[config.mk]
export PLATFORM = sky130hd
export DESIGN_NAME = tbox_render
export DESIGN_NICKNAME = d
export VERILOG_FILES = /design/src/rtl/tbox_pkg.sv /design/src/rtl/tbox_addr.sv /design/src/rtl/tbox_glyph_rom.sv /design/src/rtl/tbox_pix.sv /design/src/rtl/tbox_render.sv
export SDC_FILE = /design/constraint.sdc
export NUM_CORES = 1
export LEC_CHECK = 0
export ABC_AREA = 1
export BUFFER_PORTS_ARGS = -buffer_cell sky130_fd_sc_hd__buf_4
export CAP_MARGIN = 20
export CORE_UTILIZATION = 48
export CTS_CLUSTER_SIZE = 24
export DETAILED_ROUTE_END_ITERATION = 16
export PLACE_DENSITY = 0.78
export SYNTH_ARGS = -nofsm -noshare
export SYNTH_HDL_FRONTEND = slang
export SYNTH_SLANG_ARGS = --single-unit
export TNS_END_PERCENT = 100
[constraint.sdc]
create_clock -name clk_i -period 1.7 [get_ports clk_i]
set_input_delay 0 -clock clk_i [delete_from_list [all_inputs] [get_ports clk_i]]
set_output_delay 0 -clock clk_i [all_outputs]
set_load 0.005 [all_outputs]
[src/rtl/tbox_pkg.sv]
package tbox_pkg;
  localparam int GLYPH_LOG = 3;
  localparam int GLYPH_N   = 1 << GLYPH_LOG;
  localparam int CODE_W    = 8;
  typedef logic [CODE_W-1:0]    code_t;
  typedef logic [GLYPH_LOG-1:0] off_t;
endpackage

[src/rtl/tbox_addr.sv]
module tbox_addr
  import tbox_pkg::*;
#(
  parameter int COLS = 32,
  parameter int ROWS = 16,
  localparam int COL_W  = $clog2(COLS),
  localparam int ROW_W  = $clog2(ROWS),
  localparam int X_W    = COL_W + GLYPH_LOG,
  localparam int Y_W    = ROW_W + GLYPH_LOG,
  localparam int ADDR_W = COL_W + ROW_W
) (
  input  logic              clk_i,
  input  logic              rst_ni,
  input  logic              en_i,
  input  logic [X_W-1:0]    pix_x_i,
  input  logic [Y_W-1:0]    pix_y_i,
  output logic [ADDR_W-1:0] addr_o,
  output off_t              off_x_o,
  output off_t              off_y_o,
  output logic              en_o
);
  assign addr_o = {pix_y_i[Y_W-1:GLYPH_LOG], pix_x_i[X_W-1:GLYPH_LOG]};

  // offsets wait one cycle for the memory read
  always_ff @(posedge clk_i or negedge rst_ni) begin
    if (!rst_ni) begin
      off_x_o <= '0;
      off_y_o <= '0;
      en_o    <= 1'b0;
    end else begin
      off_x_o <= pix_x_i[GLYPH_LOG-1:0];
      off_y_o <= pix_y_i[GLYPH_LOG-1:0];
      en_o    <= en_i;
    end
  end


  addr_cell_stable_chk: assert property (@(posedge clk_i) disable iff (!rst_ni)
    ($stable(pix_x_i[X_W-1:GLYPH_LOG]) && $stable(pix_y_i[Y_W-1:GLYPH_LOG])) |-> $stable(addr_o));


  off_align_chk: assert property (@(posedge clk_i) disable iff (!rst_ni)
    $past(rst_ni) |-> (off_x_o == $past(pix_x_i[GLYPH_LOG-1:0]) && off_y_o == $past(pix_y_i[GLYPH_LOG-1:0])));
endmodule

[src/rtl/tbox_glyph_rom.sv]
module tbox_glyph_rom
  import tbox_pkg::*;
(
  input  code_t code_i,
  input  off_t  row_i,
  input  off_t  col_i,
  output logic  bit_o
);
  logic [7*GLYPH_N-1:0] shape;
  logic [GLYPH_N-1:0]   line;
  logic                 frame_bit;
  logic                 mid_r, mid_c, right_c, low_r, high_r;

  // seven stored rows per scan-code glyph, row 7 is spacing; bit 7 = column 0
  always_comb begin
    unique case (code_i)
      8'h2B:   shape = 56'h7C_40_40_78_40_40_40;
      8'h1B:   shape = 56'h3C_40_40_38_04_04_78;
      8'h2C:   shape = 56'h7C_10_10_10_10_10_10;
      8'h44:   shape = 56'h38_44_44_44_44_44_38;
      8'h4D:   shape = 56'h78_44_44_78_40_40_40;
      8'h1C:   shape = 56'h38_44_44_7C_44_44_44;
      8'h24:   shape = 56'h7C_40_40_78_40_40_7C;
      8'h16:   shape = 56'h10_30_10_10_10_10_38;
      8'h4E:   shape = 56'h00_00_00_7C_00_00_00;
      default: shape = '0;
    endcase
  end

  always_comb begin
    line = '0;
    for (int r = 0; r < 7; r++)
      if (int'(row_i) == r) line = shape[(6-r)*GLYPH_N +: GLYPH_N];
  end

  // frame glyphs from line primitives
  always_comb begin
    mid_r   = (row_i == 3'd3) || (row_i == 3'd4);
    mid_c   = (col_i == 3'd3) || (col_i == 3'd4);
    right_c = (col_i >= 3'd3);
    low_r   = (row_i >= 3'd3);
    high_r  = (row_i <= 3'd4);
    unique case (code_i)
      8'h07:        frame_bit = mid_c;
      8'h04, 8'h05: frame_bit = mid_r;
      8'h01:        frame_bit = (mid_r && right_c) || (mid_c && low_r);
      8'h03:        frame_bit = (mid_r && right_c) || (mid_c && high_r);
      default:      frame_bit = 1'b0;
    endcase
  end

  assign bit_o = line[GLYPH_N-1-int'(col_i)] | frame_bit;
endmodule

[src/rtl/tbox_pix.sv]
module tbox_pix #(
  parameter logic [2:0] FG_RGB = 3'b111,
  parameter logic [2:0] BG_RGB = 3'b000
) (
  input  logic       clk_i,
  input  logic       rst_ni,
  input  logic       en_i,
  input  logic       bit_i,
  output logic [2:0] pix_o
);
  logic [2:0] pix_d;

  for (genvar k = 0; k < 3; k++) begin : g_chan
    assign pix_d[k] = en_i & (bit_i ? FG_RGB[k] : BG_RGB[k]);
  end

  always_ff @(posedge clk_i or negedge rst_ni) begin
    if (!rst_ni) pix_o <= '0;
    else         pix_o <= pix_d;
  end


  blank_off_chk: assert property (@(posedge clk_i) disable iff (!rst_ni)
    !en_i |=> (pix_o == 3'b000));


  colour_set_chk: assert property (@(posedge clk_i) disable iff (!rst_ni)
    (pix_o == FG_RGB) || (pix_o == BG_RGB) || (pix_o == 3'b000));
endmodule

[src/rtl/tbox_render.sv]
module tbox_render
  import tbox_pkg::*;
#(
  parameter int COLS = 32,
  parameter int ROWS = 16,
  parameter logic [2:0] FG_RGB = 3'b111,
  parameter logic [2:0] BG_RGB = 3'b000,
  localparam int COL_W  = $clog2(COLS),
  localparam int ROW_W  = $clog2(ROWS),
  localparam int X_W    = COL_W + GLYPH_LOG,
  localparam int Y_W    = ROW_W + GLYPH_LOG,
  localparam int ADDR_W = COL_W + ROW_W
) (
  input  logic              clk_i,
  input  logic              rst_ni,
  input  logic              text_en_i,
  input  logic [X_W-1:0]    pix_x_i,
  input  logic [Y_W-1:0]    pix_y_i,
  output logic [ADDR_W-1:0] cmem_addr_o,
  input  logic [CODE_W-1:0] cmem_data_i,
  output logic [2:0]        pix_o
);
  off_t off_x, off_y;
  logic en_s, glyph_bit;

  tbox_addr #(.COLS(COLS), .ROWS(ROWS)) u_addr (
    .clk_i   (clk_i),
    .rst_ni  (rst_ni),
    .en_i    (text_en_i),
    .pix_x_i (pix_x_i),
    .pix_y_i (pix_y_i),
    .addr_o  (cmem_addr_o),
    .off_x_o (off_x),
    .off_y_o (off_y),
    .en_o    (en_s)
  );

  tbox_glyph_rom u_rom (
    .code_i (cmem_data_i),
    .row_i  (off_y),
    .col_i  (off_x),
    .bit_o  (glyph_bit)
  );

  tbox_pix #(.FG_RGB(FG_RGB), .BG_RGB(BG_RGB)) u_pix (
    .clk_i  (clk_i),
    .rst_ni (rst_ni),
    .en_i   (en_s),
    .bit_i  (glyph_bit),
    .pix_o  (pix_o)
  );


  blank_code_chk: assert property (@(posedge clk_i) disable iff (!rst_ni)
    (cmem_data_i == 8'h00) |-> !glyph_bit);


  high_code_chk: assert property (@(posedge clk_i) disable iff (!rst_ni)
    cmem_data_i[CODE_W-1] |-> !glyph_bit);
endmodule

==> summary.txt <==
Outcome
  • Status: completed

Synth
  • Mapped Avg Cell Area: 5.700 µm²
  • Main synth FF type: dfrtp_1
  • Synthesized Nets: 197
  • Cell Area, Synth: 974.7 µm²
  • Largest cells by area after synthesis: nand2_1, dfrtp_1, nor2_1
  • Count leader, synth: nand2_1
  • Share of the synthesized area in the top cell type: 0.2118
  • Commonest cells post-synth: nand2_1, nor2_1, inv_1
  • Asr flop ratio synth: 1.000
  • Post-synth EDFFs: 0
  • Yosys warnings: 0
  • Post-synthesis sequential area ratio: 0.2054
  • Synth area leader: nand2_1
  • FF+latch count, synth: 8
  • Syn Inst Count: 171
  • Cell variety after synth: 22

Timing
  • Final critical-path share of the clock period: 0.9201
  • Slew Limit Fails: 0
  • Setup TNS: 0 ns
  • Max-Slew Margin vs Limit: 0.8045
  • Final setup vio count: 0
  • Fmax: 0.6394 GHz
  • Minimum clock period: 1.564 ns
  • Clock Skews: 0.003563 ns
  • Fin. Hold Viols: 0
  • Worst-Margin Slew: 0.2910 ns

GRT
  • Global route overflow: 0
  • Largest net degree at the start of global routing: 9
  • GRT Overall Usage: 0.2880
  • Number of global-route vias before repair: 1079
  • Initial antenna violation count: 0
  • First-pass GRT wire length: 4471 µm

Worst setup path
  • CP startpoint kind: flop
  • Critical-path cell list: inv_2 > buf_4 > nor2_4 > inv_1 > o21ai_0 > nor2_1 > nand2_1 > nand2_1 > a21oi_1 > a21oi_1
  • Max incr delay on CP: 0.40 ns
  • Delay-heaviest family, CP: flip-flops
  • Worst Setup End Kind: flop
  • Max stage delay cell, worst path: dfrtp_1
  • Required @ worst endpoint: 1.84 ns
  • WP data arrival: 1.70 ns
  • CP Max Fanout: 6
  • Critical path buffer and inverter count: 3
  • Critical path class: reg2reg

Floorplan
  • # IOs: 38
  • Std cell rows: 15
  • Initial cell density of the core: 0.5354
  • Floorplan core area: 0.001821 mm²
  • Die area: 0.002215 mm²
  • Horiz. Die Dim: 47.06 µm
  • Die Y: 47.06 µm

Cells and area
  • Area grow syn2layout: 23.75%
  • Post-layout net count: 221
  • Share of cells above drive strength 1: 0.2591
  • Storage element area: 200.2 µm²
  • Fill cells: 179
  • ANT cells: 0
  • Multi-input logic area: 616.8 µm²

Routing
  • Final wirelength: 2670 µm
  • Via count: 1139
  • Routed vias/inst: 5.225
  • Metal3 WL: 142 µm
  • Number of nets with antenna violations after routing: 0
  • Wirelength per Cell: 12.25 µm
  • Wl on met1: 1109 µm
  • Initial DRC Count: 31
  • DRC viols: 0
  • Drt first pass iters: 4
  • Met2 wire len: 1363 µm
  • Top layer in use: met4

Place
  • GPL Wtd Cong: 0.9841
  • I/O Buffers: 19
  • HPWL after detailed placement: 1988 µm

Clock network
  • Max Buffers Root-to-Sink: 2
  • Skew-Pair Late Insertion Delay: 0.26 ns
  • Root Buffer: clkbuf_4
  • CTS buffer count: 3
  • H-tree levels: 1
  • Reg clk slew, reported paths: 0.06 ns
  • CTS tree: done
  • CTS sink cnt: 8

Power and ir drop
  • Net switching power: 166.1 µW
  • Comb pwr share: 0.312
  • PwrDens: 433.3 mW/mm²
  • P_int: 356.6 µW
  • Max VDD drop: 0.5546 mV
  • Sw frac: 0.3178
  • Final Power: 522.7 µW
  • Clk pwr share: 0.286
  • Seq pwr share: 0.402
  • Pleak: 0.7143 nW

Run
  • Max_cap viols: 0

Hold path
  • Hold crit path type: in2out
[worst register-to-register path: stages, from the launching register on]
cell     delay [ns]
dfrtp_1        0.40
inv_2          0.07
buf_4          0.15
nor2_4         0.15
inv_1          0.12
o21ai_0        0.18
nor2_1         0.06
nand2_1        0.07
nand2_1        0.06
a21oi_1        0.12
a21oi_1        0.07
[cells by family (layout without fill, tap and decap cells)]
| group | after synthesis | count (layout) | share of synthesized area |
|---|---|---|---|
| flip-flops | 8 | 8 | 0.2054 |
| AO/OA/AOI/OAI | 16 | 16 | 0.09499 |
| AND/OR/NAND/NOR | 112 | 112 | 0.5225 |
| buffers and inverters | 35 | 57 | 0.1772 |
[power groups by stage]
| stage | logic (mW) | registers (mW) | clock network (mW) |
|---|---|---|---|
| 6_report | 0.163 | 0.210 | 0.149 |
| 5_1_grt | 0.181 | 0.211 | 0.159 |
| 4_1_cts | 0.153 | 0.209 | 0.141 |
| 3_5_place_dp | 0.138 | 0.212 | 0 |
| 3_3_place_gp | 0.134 | 0.211 | 0 |
| 2_1_floorplan | 0.0990 | 0.210 | 0 |
[through the flow]
| step | setup slack (ns) | util | hold slack (ns) | cells | instance area, µm² |
|---|---|---|---|---|---|
| CTS | 0.04256 | 0.6460 | 0.00003458 | 216 | 1176 |
| floorplan | 0.2269 | - | -0.2956 | 171 | 974.7 |
| global placement | 0.05799 | 0.5897 | -0.1824 | 205 | 1074 |
| global route | -0.02393 | 0.6625 | 0.00001626 | 218 | 1206 |
| detailed placement | 0.05104 | 0.5897 | -0.1800 | 205 | 1074 |
| finish | 0.1359 | 0.6625 | 0.000002248 | 218 | 1206 |
[flip-flops by register name, summed over array words and instances (netlist names)]
register	flops
u_addr.off_x_o	3
u_addr.en_o	1
u_addr.off_y_o	3
u_pix.pix_o	1
[worst paths after layout]
check,start,end,slack [ns],cells after the start
max,u_addr.off_y_o[2],u_pix.pix_o[0],0.14,10
min,pix_x_i[3],cmem_addr_o[0],0.000002,0
max reg2reg,u_addr.off_y_o[2],u_pix.pix_o[0],0.14,10
min reg2reg,u_addr.en_o,u_pix.pix_o[0],0.49,2
max in group asynchronous,rst_ni,u_addr.off_x_o[1],1.48,2
min in group asynchronous,rst_ni,u_addr.off_x_o[2],0.10,2
[routing by layer]
metal	GRT usage	vias up
li1	-	570
met4	0.1029	0
met2	0.4972	42
met5	0	-
met3	0.05000	6
met1	0.3602	521
[cells in the final DEF (no fill, tap or decap), types with 2 or more instances in the layout]
cell type,instances
nor2_4,3
nand3_2,2
clkbuf_4,3
nand2_1,55
dfrtp_1,8
nand2_2,8
a21oi_1,7
buf_4,22
dlygate4sd3_1,8
o21ai_0,4
inv_2,4
nor2_2,6
nand3_1,11
inv_1,20
nand4_1,3
nor2_1,21
[what timing repair did]
item / 4_1_cts / 5_1_grt
setup endpoints to repair: 0 / 1
endpoints found under the hold margin: 15 / 0
resized for setup: 0 / 5
setup buffers: 0 / 2
hold buffers: 8 / 0
[final cells by class]
type	count	share of cell area
Multi-Input combinational cell	128	0.5114
Timing Repair Buffer	30	0.2033
Sequential cell	8	0.1660
Inverter	24	0.07469
Tap cell	25	0.02593
Clock buffer	3	0.01867
Power figures use the tool's default switching activity.
